--- src/rtl/muldiv_pkg.sv ---
package muldiv_pkg;
  typedef enum logic [1:0] {
    OP_MULS = 2'b00,
    OP_MULU = 2'b01,
    OP_DIVS = 2'b10,
    OP_DIVU = 2'b11
  } md_op_e;

  typedef enum logic [1:0] {
    ST_IDLE = 2'b00,
    ST_RUN  = 2'b01,
    ST_FIX  = 2'b10
  } md_state_e;
endpackage

--- src/rtl/muldiv_prep.sv ---
// Turns operands into magnitudes and records which results need negation.
module muldiv_prep
  import muldiv_pkg::*;
#(
  parameter int W = 32
) (
  input  md_op_e         op,
  input  logic [W-1:0]   a,
  input  logic [W-1:0]   b,
  output logic [W-1:0]   mag_a,
  output logic [W-1:0]   mag_b,
  output logic           is_div,
  output logic           neg_prod,
  output logic           neg_quo,
  output logic           neg_rem
);
  logic signed_op, sa, sb, b_zero;

  always_comb begin
    signed_op = (op == OP_MULS) || (op == OP_DIVS);
    is_div    = (op == OP_DIVS) || (op == OP_DIVU);
    sa        = signed_op & a[W-1];
    sb        = signed_op & b[W-1];
    b_zero    = (b == '0);
    mag_a     = sa ? (~a + 1'b1) : a;
    mag_b     = sb ? (~b + 1'b1) : b;
    neg_prod  = sa ^ sb;
    // a zero divisor keeps the all-ones quotient unchanged
    neg_quo   = (sa ^ sb) & ~b_zero;
    neg_rem   = sa;
  end
endmodule

--- src/rtl/muldiv_iter.sv ---
// One bit per step: shift-and-add multiply or restoring divide on magnitudes.
module muldiv_iter #(
  parameter int W = 32
) (
  input  logic         clk,
  input  logic         rst_n,
  input  logic         load,
  input  logic         step,
  input  logic         is_div,
  input  logic [W-1:0] mag_a,
  input  logic [W-1:0] mag_b,
  output logic [W-1:0] raw_hi,
  output logic [W-1:0] raw_lo
);
  logic [W-1:0] acc_q, lsh_q, opb_q;
  logic [W-1:0] acc_d, lsh_d;
  logic [W:0]   add_sum;
  logic [W:0]   rem_sh;
  logic [W+1:0] trial;
  logic         borrow;

  always_comb begin
    add_sum = {1'b0, acc_q} + (lsh_q[0] ? {1'b0, opb_q} : '0);
    rem_sh  = {acc_q, lsh_q[W-1]};
    trial   = {1'b0, rem_sh} - {2'b00, opb_q};
    borrow  = trial[W+1];
    if (is_div) begin
      // negative trial: restore the shifted remainder, quotient bit 0
      acc_d = borrow ? rem_sh[W-1:0] : trial[W-1:0];
      lsh_d = {lsh_q[W-2:0], ~borrow};
    end else begin
      acc_d = add_sum[W:1];
      lsh_d = {add_sum[0], lsh_q[W-1:1]};
    end
  end

  always_ff @(posedge clk or negedge rst_n) begin
    if (!rst_n) begin
      acc_q <= '0;
      lsh_q <= '0;
      opb_q <= '0;
    end else if (load) begin
      acc_q <= '0;
      lsh_q <= mag_a;
      opb_q <= mag_b;
    end else if (step) begin
      acc_q <= acc_d;
      lsh_q <= lsh_d;
    end
  end

  assign raw_hi = acc_q;
  assign raw_lo = lsh_q;
endmodule

--- src/rtl/muldiv_fix.sv ---
// Final sign correction applied to the magnitude results.
module muldiv_fix #(
  parameter int W = 32
) (
  input  logic         is_div,
  input  logic         neg_prod,
  input  logic         neg_quo,
  input  logic         neg_rem,
  input  logic [W-1:0] raw_hi,
  input  logic [W-1:0] raw_lo,
  output logic [W-1:0] res_hi,
  output logic [W-1:0] res_lo
);
  localparam int PW = 2 * W;
  logic [PW-1:0] prod, prod_s;

  always_comb begin
    prod   = {raw_hi, raw_lo};
    prod_s = neg_prod ? (~prod + 1'b1) : prod;
    if (is_div) begin
      res_hi = neg_rem ? (~raw_hi + 1'b1) : raw_hi;
      res_lo = neg_quo ? (~raw_lo + 1'b1) : raw_lo;
    end else begin
      res_hi = prod_s[PW-1:W];
      res_lo = prod_s[W-1:0];
    end
  end
endmodule

--- src/rtl/muldiv_unit.sv ---
module muldiv_unit
  import muldiv_pkg::*;
#(
  parameter int W = 32
) (
  input  logic         clk,
  input  logic         rst_n,
  input  logic         in_valid,
  output logic         in_ready,
  input  logic [1:0]   in_op,
  input  logic [W-1:0] in_a,
  input  logic [W-1:0] in_b,
  output logic         done,
  output logic [W-1:0] hi,
  output logic [W-1:0] lo
);
  localparam int CW = (W > 1) ? $clog2(W) : 1;
  localparam logic [CW-1:0] LAST = CW'(W - 1);

  md_state_e    state_q;
  logic [CW-1:0] cnt_q;
  logic         accept, step;
  logic [W-1:0] mag_a, mag_b, raw_hi, raw_lo, res_hi, res_lo;
  logic         p_div, p_nprod, p_nquo, p_nrem;
  logic         div_q, nprod_q, nquo_q, nrem_q;

  assign in_ready = (state_q == ST_IDLE);
  assign accept   = in_valid && in_ready;
  assign step     = (state_q == ST_RUN);

  muldiv_prep #(.W(W)) u_prep (
    .op(md_op_e'(in_op)), .a(in_a), .b(in_b),
    .mag_a(mag_a), .mag_b(mag_b), .is_div(p_div),
    .neg_prod(p_nprod), .neg_quo(p_nquo), .neg_rem(p_nrem)
  );

  muldiv_iter #(.W(W)) u_iter (
    .clk(clk), .rst_n(rst_n), .load(accept), .step(step), .is_div(div_q),
    .mag_a(mag_a), .mag_b(mag_b), .raw_hi(raw_hi), .raw_lo(raw_lo)
  );

  muldiv_fix #(.W(W)) u_fix (
    .is_div(div_q), .neg_prod(nprod_q), .neg_quo(nquo_q), .neg_rem(nrem_q),
    .raw_hi(raw_hi), .raw_lo(raw_lo), .res_hi(res_hi), .res_lo(res_lo)
  );

  always_ff @(posedge clk or negedge rst_n) begin
    if (!rst_n) begin
      state_q <= ST_IDLE;
      cnt_q   <= '0;
      div_q   <= 1'b0;
      nprod_q <= 1'b0;
      nquo_q  <= 1'b0;
      nrem_q  <= 1'b0;
      done    <= 1'b0;
      hi      <= '0;
      lo      <= '0;
    end else begin
      done <= 1'b0;
      unique case (state_q)
        ST_IDLE: if (accept) begin
          state_q <= ST_RUN;
          cnt_q   <= '0;
          div_q   <= p_div;
          nprod_q <= p_nprod;
          nquo_q  <= p_nquo;
          nrem_q  <= p_nrem;
        end
        ST_RUN: begin
          cnt_q <= cnt_q + 1'b1;
          if (cnt_q == LAST) state_q <= ST_FIX;
        end
        ST_FIX: begin
          state_q <= ST_IDLE;
          hi      <= res_hi;
          lo      <= res_lo;
          done    <= 1'b1;
        end
        default: state_q <= ST_IDLE;
      endcase
    end
  end
endmodule

--- config.mk ---
export PLATFORM = sky130hd
export DESIGN_NAME = muldiv_unit
export DESIGN_NICKNAME = d
export VERILOG_FILES = /design/src/rtl/muldiv_pkg.sv /design/src/rtl/muldiv_prep.sv /design/src/rtl/muldiv_iter.sv /design/src/rtl/muldiv_fix.sv /design/src/rtl/muldiv_unit.sv
export SDC_FILE = /design/constraint.sdc
export NUM_CORES = 1
export LEC_CHECK = 0
export BUFFER_PORTS_ARGS = -buffer_cell sky130_fd_sc_hd__buf_4
export CORE_ASPECT_RATIO = 0.7
export CORE_MARGIN = 5
export CORE_UTILIZATION = 45
export CTS_BUF_LIST = sky130_fd_sc_hd__clkbuf_4
export CTS_CLUSTER_DIAMETER = 50
export DETAILED_ROUTE_END_ITERATION = 16
export PLACE_DENSITY = 0.71
export SYNTH_ARGS = -nofsm -noshare
export SYNTH_HDL_FRONTEND = slang
export SYNTH_SLANG_ARGS = --single-unit
--- constraint.sdc ---
create_clock -name clk -period 5 [get_ports clk]
set_input_delay 1.25 -clock clk [delete_from_list [all_inputs] [get_ports clk]]
set_output_delay 1.25 -clock clk [all_outputs]
set_load 0.005 [all_outputs]
Word-level counts from Yosys, hierarchy flattened
Index checks and enable logic that the tools add are counted.
{"block": "word_totals", "output_inout_bits": 66, "regBits": 172, "wordCells": 70, "inputBits": 69}
{"block": "op_classes", "bitwise_logic": 11, "reduce_logical": 11, "n_eq_ne": 7, "addsub": 8, "muxes": 21}
{"operator": "32-bit two-way mux", "count": 14}
{"operator": "32-bit by 1-bit adder with 32-bit output, second input constant", "count": 4}
{"operator": "32-bit inverter", "count": 4}
{"operator": "64-bit by 1-bit adder with 64-bit output, second input constant", "count": 1}
{"operator": "64-bit two-way mux", "count": 1}
{"operator": "64-bit inverter", "count": 1}
{"operator": "33-bit by 32-bit subtractor with 34-bit output", "count": 1}
{"operator": "32-bit by 33-bit adder with 33-bit output", "count": 1}
{"operator": "32-bit logical NOT", "count": 1}
{"operator": "5-bit one-hot mux with 2 select lines", "count": 1}
{"operator": "2-bit equality test, second input constant", "count": 3}
{"operator": "2-bit AND reduction", "count": 3}
{"operator": "5-bit by 1-bit adder with 5-bit output, second input constant", "count": 1}
{"operator": "5-bit equality test, second input constant", "count": 1}
{"operator": "5-bit two-way mux", "count": 1}
{"operator": "2-bit logical NOT", "count": 2}
{"operator": "2-bit two-way mux", "count": 2}
{"operator": "2-bit by 1-bit inequality test with 1-bit output, second input constant", "count": 2}
{"operator": "2-bit one-hot mux with 2 select lines", "count": 1}
{"operator": "2-bit nonzero test", "count": 2}
{"operator": "1-bit bitwise AND", "count": 3}
{"operator": "2-bit by 1-bit equality test with 1-bit output, second input constant", "count": 1}
{"operator": "1-bit logical OR", "count": 2}
{"operator": "1-bit inverter", "count": 2}
{"operator": "other kinds (3)", "count": 3}

Depth between registers and ports, before layout
{"block": "depth", "depth_word": 5, "ltp_mapped": 14, "depth_no_buf": 13}

Hierarchy
A second synthesis with hierarchy kept.
{"block": "hier_totals", "hier_cells": 1779, "area_unflattened_um2": 15061.9}
{"module": "muldiv_iter", "instances": 1, "cells_per_inst": 1103, "seq_area_each_um2": 2402.3, "area_each_um2": 8597.0}
{"module": "muldiv_unit", "instances": 1, "cells_per_inst": 186, "seq_area_each_um2": 1901.8, "area_each_um2": 3159.3}
{"module": "muldiv_fix", "instances": 1, "cells_per_inst": 277, "seq_area_each_um2": 0.0, "area_each_um2": 1840.5}
{"module": "muldiv_prep", "instances": 1, "cells_per_inst": 213, "seq_area_each_um2": 0.0, "area_each_um2": 1465.2}

Worst setup path after synthesis
Ideal clock, no wire load.
{"block": "synth_timing", "path_type": "input-to-reg", "start": "input in_b[6]", "end": "register u_iter.opb_q[25]", "path_slack_ns": 1.499, "t_required_ns": 4.865, "n_path_buf": 0, "setup_time_ns": 0.135, "path_stages": 9, "arrival_time_ns": 3.366, "path_cell_list": "or4_1 or3b_1 or2_2 nor4_2 nand3b_1 nor3_2 a21oi_1 xnor2_1 o21ai_0"}
{"block": "synth_via", "elab_chain_len": 3}
{"item": "start: declaration", "line": "muldiv_unit.sv:12", "source": "input logic [W-1:0] in_b,"}
{"item": "32-bit inverter", "line": "muldiv_prep.sv:26", "source": "mag_b = sb ? (~b + 1'b1) : b;"}
{"item": "32-bit by 1-bit adder with 32-bit output", "line": "muldiv_prep.sv:26"}
{"item": "32-bit two-way mux", "line": "muldiv_prep.sv:26"}
{"item": "end signal: assignment", "line": "muldiv_iter.sv:45", "source": "opb_q <= mag_b;"}
{"item": "end: declaration", "line": "muldiv_iter.sv:15", "source": "logic [W-1:0] acc_q, lsh_q, opb_q;"}
No other way between the ends.
A chain may end at the register's enable or synchronous reset.

Worst setup path in the final report
{"block": "layout_timing", "start": "register u_iter.acc_q[0] (netlist: u_iter.raw_hi[0])", "end": "register u_iter.acc_q[22] (netlist: u_iter.raw_hi[22])"}
{"block": "layout_via", "elab_chain_len": 5, "word_cells_on_any_way": 6, "cone_classes": "2 x add/sub; 4 x mux"}
{"item": "start: declaration", "line": "muldiv_iter.sv:15"}
{"item": "start signal: assignment", "line": "muldiv_iter.sv:39", "source": "acc_q <= '0;"}
{"item": "start signal: assignment", "line": "muldiv_iter.sv:43", "source": "acc_q <= '0;"}
{"item": "start signal: assignment", "line": "muldiv_iter.sv:47", "source": "acc_q <= acc_d;"}
{"item": "33-bit by 32-bit subtractor with 34-bit output", "line": "muldiv_iter.sv:25", "source": "trial = {1'b0, rem_sh} - {2'b00, opb_q};"}
{"item": "32-bit two-way mux", "line": "muldiv_iter.sv:29", "source": "acc_d = borrow ? rem_sh[W-1:0] : trial[W-1:0];"}
{"item": "32-bit two-way mux *", "line": "muldiv_iter.sv:27", "source": "if (is_div) begin"}
{"item": "32-bit two-way mux *", "line": "muldiv_iter.sv:46", "source": "end else if (step) begin"}
{"item": "32-bit two-way mux *", "line": "muldiv_iter.sv:42", "source": "end else if (load) begin"}
Mark *: on every way between the ends. The rest lies on a longest branch, timed or not. The select of a mux whose other input is x is not followed.

==> impl_metrics.ini <==
[clocking]
cts_resized = 0
tritoncts.num_buffers = 17
ctsLongestPathBuffers = 2
clk_pin_slew_ns = 0.17
worst_skew_pair.late_latency_ns = 0.63
h-tree-depth = 4
tritoncts = yes
cts.root.buffer_cell = sky130_fd_sc_hd__clkbuf_4
cts_hold_buf = 0
cts.repair_timing.setup_buffer_count = 0
clkSinkCount = 172

[sta]
final.setup.worst_slack_ns = 1.05
setup_repair_after_global_routing_missed_its_margin = no
fin_tns_setup_ns = 0
finClkSkew_ns = 0.0326
max_clock_freq_ghz = 0.253
shortest_clock_period_the_worst_path_allows_after_layout_ns = 3.95
setup_violations = 0
timing.final.crit_share_pct = 79.0
hold_viol = 0
final_max_slew_viol_count = 0
maxSlewHeadroom_pct = 27.7
worst_pin_slew_ns = 1.08

[logic_synthesis]
synthesis.nets = 1873
synth_area_per_cell_um2 = 7.95
yosys.area.top_type_share_pct = 31.3
synth-warning-count = 0
post_synthesis_sequential_area_ratio_pct = 31.3
yosys-top-cells-area = sky130_fd_sc_hd__dfrtp_1 (31%), sky130_fd_sc_hd__o21ai_0 (7.7%), sky130_fd_sc_hd__ha_1 (6.4%), sky130_fd_sc_hd__xnor2_1 (6.3%), sky130_fd_sc_hd__nand2_1 (5.8%)
synth_enable_flop_cells = 0
synthCells = 1732
postSynthRegisterBits = 172
async_reset_ff_share_pct = 100
synth_top_cells_by_count = sky130_fd_sc_hd__nand2_1 (214), sky130_fd_sc_hd__o21ai_0 (212), sky130_fd_sc_hd__dfrtp_1 (172), sky130_fd_sc_hd__nor2_1 (146), sky130_fd_sc_hd__a21oi_1 (111)
synth_cell_type_count = 73
synth_top_cell_by_area = sky130_fd_sc_hd__dfrtp_1
yosys_most_used_dff = sky130_fd_sc_hd__dfrtp_1
netlist_area_mm2 = 0.0138
post-synth-top-count-cell = sky130_fd_sc_hd__nand2_1

[worst_setup_path]
rr_worst_depth = 11
crit_slowest_cell = sky130_fd_sc_hd__dfrtp_1
worst_path_largest_cell_delay_ns = 0.56
critPathTopFamily = compound AO/OA/AOI/OAI gates
setup.reg_to_reg.worst_slack_ns = 1.05
setup.worst_path.start_class = flop
critical_path_required_ns = 5.53
worst_r2r_endpoint = u_iter.raw_hi[22]
worstPathArrival_ns = 4.48
setup.worst_path.end_class = flop
criticalPathCategory = flop to flop
critical_path_cell_count = 11
worstPathBufferInverterCount = 1
critical_path.cell_chain = inv_1 > fa_1 > nand2b_1 > a21oi_1 > o211ai_1 > nand3_1 > a31oi_1 > o31ai_1 > xor2_1 > mux2i_1 > a221oi_1
endpoint = u_iter.raw_hi[22]
setup.worst_path.start = u_iter.raw_hi[0]
crit-reg2reg-launch = u_iter.raw_hi[0]
critical_path_peak_fanout = 7

[finish]
layout-drive-gt1-share_pct = 11.7
flow.area_growth_from_synthesis_pct = 11.9
design.final.nets = 1945
multiInputGateArea_mm2 = 0.00887
nFillCells = 2949
area.sequential_mm2 = 0.00431

[grt]
grt_overflow_total = 0
first_global_vias = 12300
grt_usage_pct = 25.6
grt_pass1_wl_mm = 69.2
antenna_found_initial = 1
grt_max_degree = 94

[drt]
wl_per_cell_um = 19.8
detail-route-antenna-nets = 0
detail_route.iter0.violations = 1445
routed_wl_mm = 44.2
routed-via-count = 13200
avgViaCountPerCell = 5.93
drt_pre_antenna_iters = 6
remaining_drc_errors = 0

[floorplan]
core.rowCount = 53
die-width_um = 219
design.die.area_mm2 = 0.0342
core_area_mm2 = 0.0301
fp.dieH_um = 156
boundaryPins = 135
initial_core_util_pct = 45.7

[worst_hold_path]
worstHoldPathType = flop to flop

[power]
power.density_mw_per_mm2 = 776
power.ir.vdd_worst_mv = 0.385
p_leak_nw = 6.83

[placement]
hpwl_reported_at_the_end_of_detailed_placement_mm = 34.8
gpl.final_weighted_congestion = 1.09
worst_setup_slack_after_placement_ns = 1.04
port_buffers = 134

[run_status]
run_status = complete, no violations

[run]
max_cap_viol_count = 0
metrics by stage:
| step | hold WS, ns | cell area (um^2) | util (%) | power [mW] | std cells |
|---|---|---|---|---|---|
| floorplan | 0.449 | 13800 | - | 8.24 | 1732 |
| global placement | 0.462 | 15100 | 50.1 | 10.6 | 2197 |
| detailed placement | 0.471 | 15100 | 50.1 | 10.7 | 2197 |
| CTS | 0.501 | 15400 | 51.2 | 11.6 | 2229 |
| global route | 0.533 | 15400 | 51.2 | 12.8 | 2233 |
| finish | 0.494 | 15400 | 51.2 | 12.0 | 2233 |
flip-flops by register name (all words and copies together), names as in the netlist, 2 cells and up:
register	count
cnt_q	5
hi	32
lo	32
state_q	2
u_iter.opb_q	32
u_iter.raw_hi	32
u_iter.raw_lo	32
logic make-up after synthesis:
| group | share of synthesized area, % |
|---|---|
| AOI/OAI and AO/OA | 23.9 |
| xor gates and xnor gates | 10.8 |
| adders and majority gates | 6.65 |
| buffers and inverters | 4.60 |
| DFF | 31.3 |
| muxes | 3.64 |
| and+or+nand+nor | 19.2 |
how the worst min path moves through the flow:
stage | start | end | slack (ns) | cells past startpoint
CTS | u_iter.opb_q[15] | u_iter.opb_q[15] | 0.50 | 2
global route | u_iter.opb_q[16] | u_iter.opb_q[16] | 0.53 | 2
floorplan | cnt_q[3] | cnt_q[3] | 0.45 | 1
finish | u_iter.opb_q[9] | u_iter.opb_q[9] | 0.49 | 2
detailed placement | u_iter.opb_q[6] | u_iter.opb_q[6] | 0.47 | 2
global placement | u_iter.opb_q[11] | u_iter.opb_q[11] | 0.46 | 2
area by class of cell:
class | instances | area share [%]
multi-input combinational | 1397 | 57.5
sequential | 172 | 27.9
timing repair buffer | 151 | 7.54
tap | 412 | 3.35
inverter | 65 | 1.58
clock inverter | 15 | 1.15
clock buffer | 17 | 0.828
antenna | 4 | 0.0650
placed cells by master, fill, tap and decap left out, types with 10 or more instances in the layout:
master,instances
sky130_fd_sc_hd__o21bai_1,11
sky130_fd_sc_hd__mux2i_1,50
sky130_fd_sc_hd__or4_1,11
sky130_fd_sc_hd__nand2_1,213
sky130_fd_sc_hd__nor3_1,46
sky130_fd_sc_hd__dfrtp_1,171
sky130_fd_sc_hd__a21o_1,24
sky130_fd_sc_hd__ha_1,70
sky130_fd_sc_hd__or3_1,13
sky130_fd_sc_hd__a22oi_1,13
sky130_fd_sc_hd__nor2_1,144
sky130_fd_sc_hd__xor2_1,70
sky130_fd_sc_hd__and2_1,10
sky130_fd_sc_hd__a21oi_1,110
sky130_fd_sc_hd__nand2b_1,20
sky130_fd_sc_hd__clkbuf_4,17
sky130_fd_sc_hd__o31ai_1,17
sky130_fd_sc_hd__o21ai_0,212
sky130_fd_sc_hd__a211oi_1,16
sky130_fd_sc_hd__o211ai_1,47
sky130_fd_sc_hd__inv_1,65
sky130_fd_sc_hd__buf_4,148
sky130_fd_sc_hd__nand3_1,32
sky130_fd_sc_hd__nor2b_1,11
sky130_fd_sc_hd__xnor2_1,99
sky130_fd_sc_hd__a31oi_1,18
sky130_fd_sc_hd__and3_1,11
sky130_fd_sc_hd__nor4_1,15
where the power goes:
group / internal, mW / switching [mW]
combinational: 3.23 / 5.09
clock: 0.273 / 0.586
sequential: 1.90 / 0.883
total: 5.40 / 6.55
per-layer routing:
| metal | vias up | part of all wire [%] | GRT usage (%) |
|---|---|---|---|
| li1 | 6346 | - | - |
| met1 | 6214 | 48 | 39.9 |
| met2 | 654 | 37 | 32.3 |
| met3 | 26 | 15 | 11.6 |
| met4 | 0 | 0.67 | 3.65 |
| met5 | - | 0 | 0 |
worst reg2reg max path, delay by kind of cell (launching register included):
| kind | cells | cell delay, ns |
|---|---|---|
| buffers and inverters | 1 | 0.18 |
| and+or+nand+nor | 2 | 0.38 |
| muxes | 1 | 0.16 |
| DFF | 1 | 0.56 |
| AOI/OAI and AO/OA | 5 | 1.68 |
| adders and majority gates | 1 | 0.47 |
| xor gates and xnor gates | 1 | 0.41 |
(Power assumes the default switching activity.)
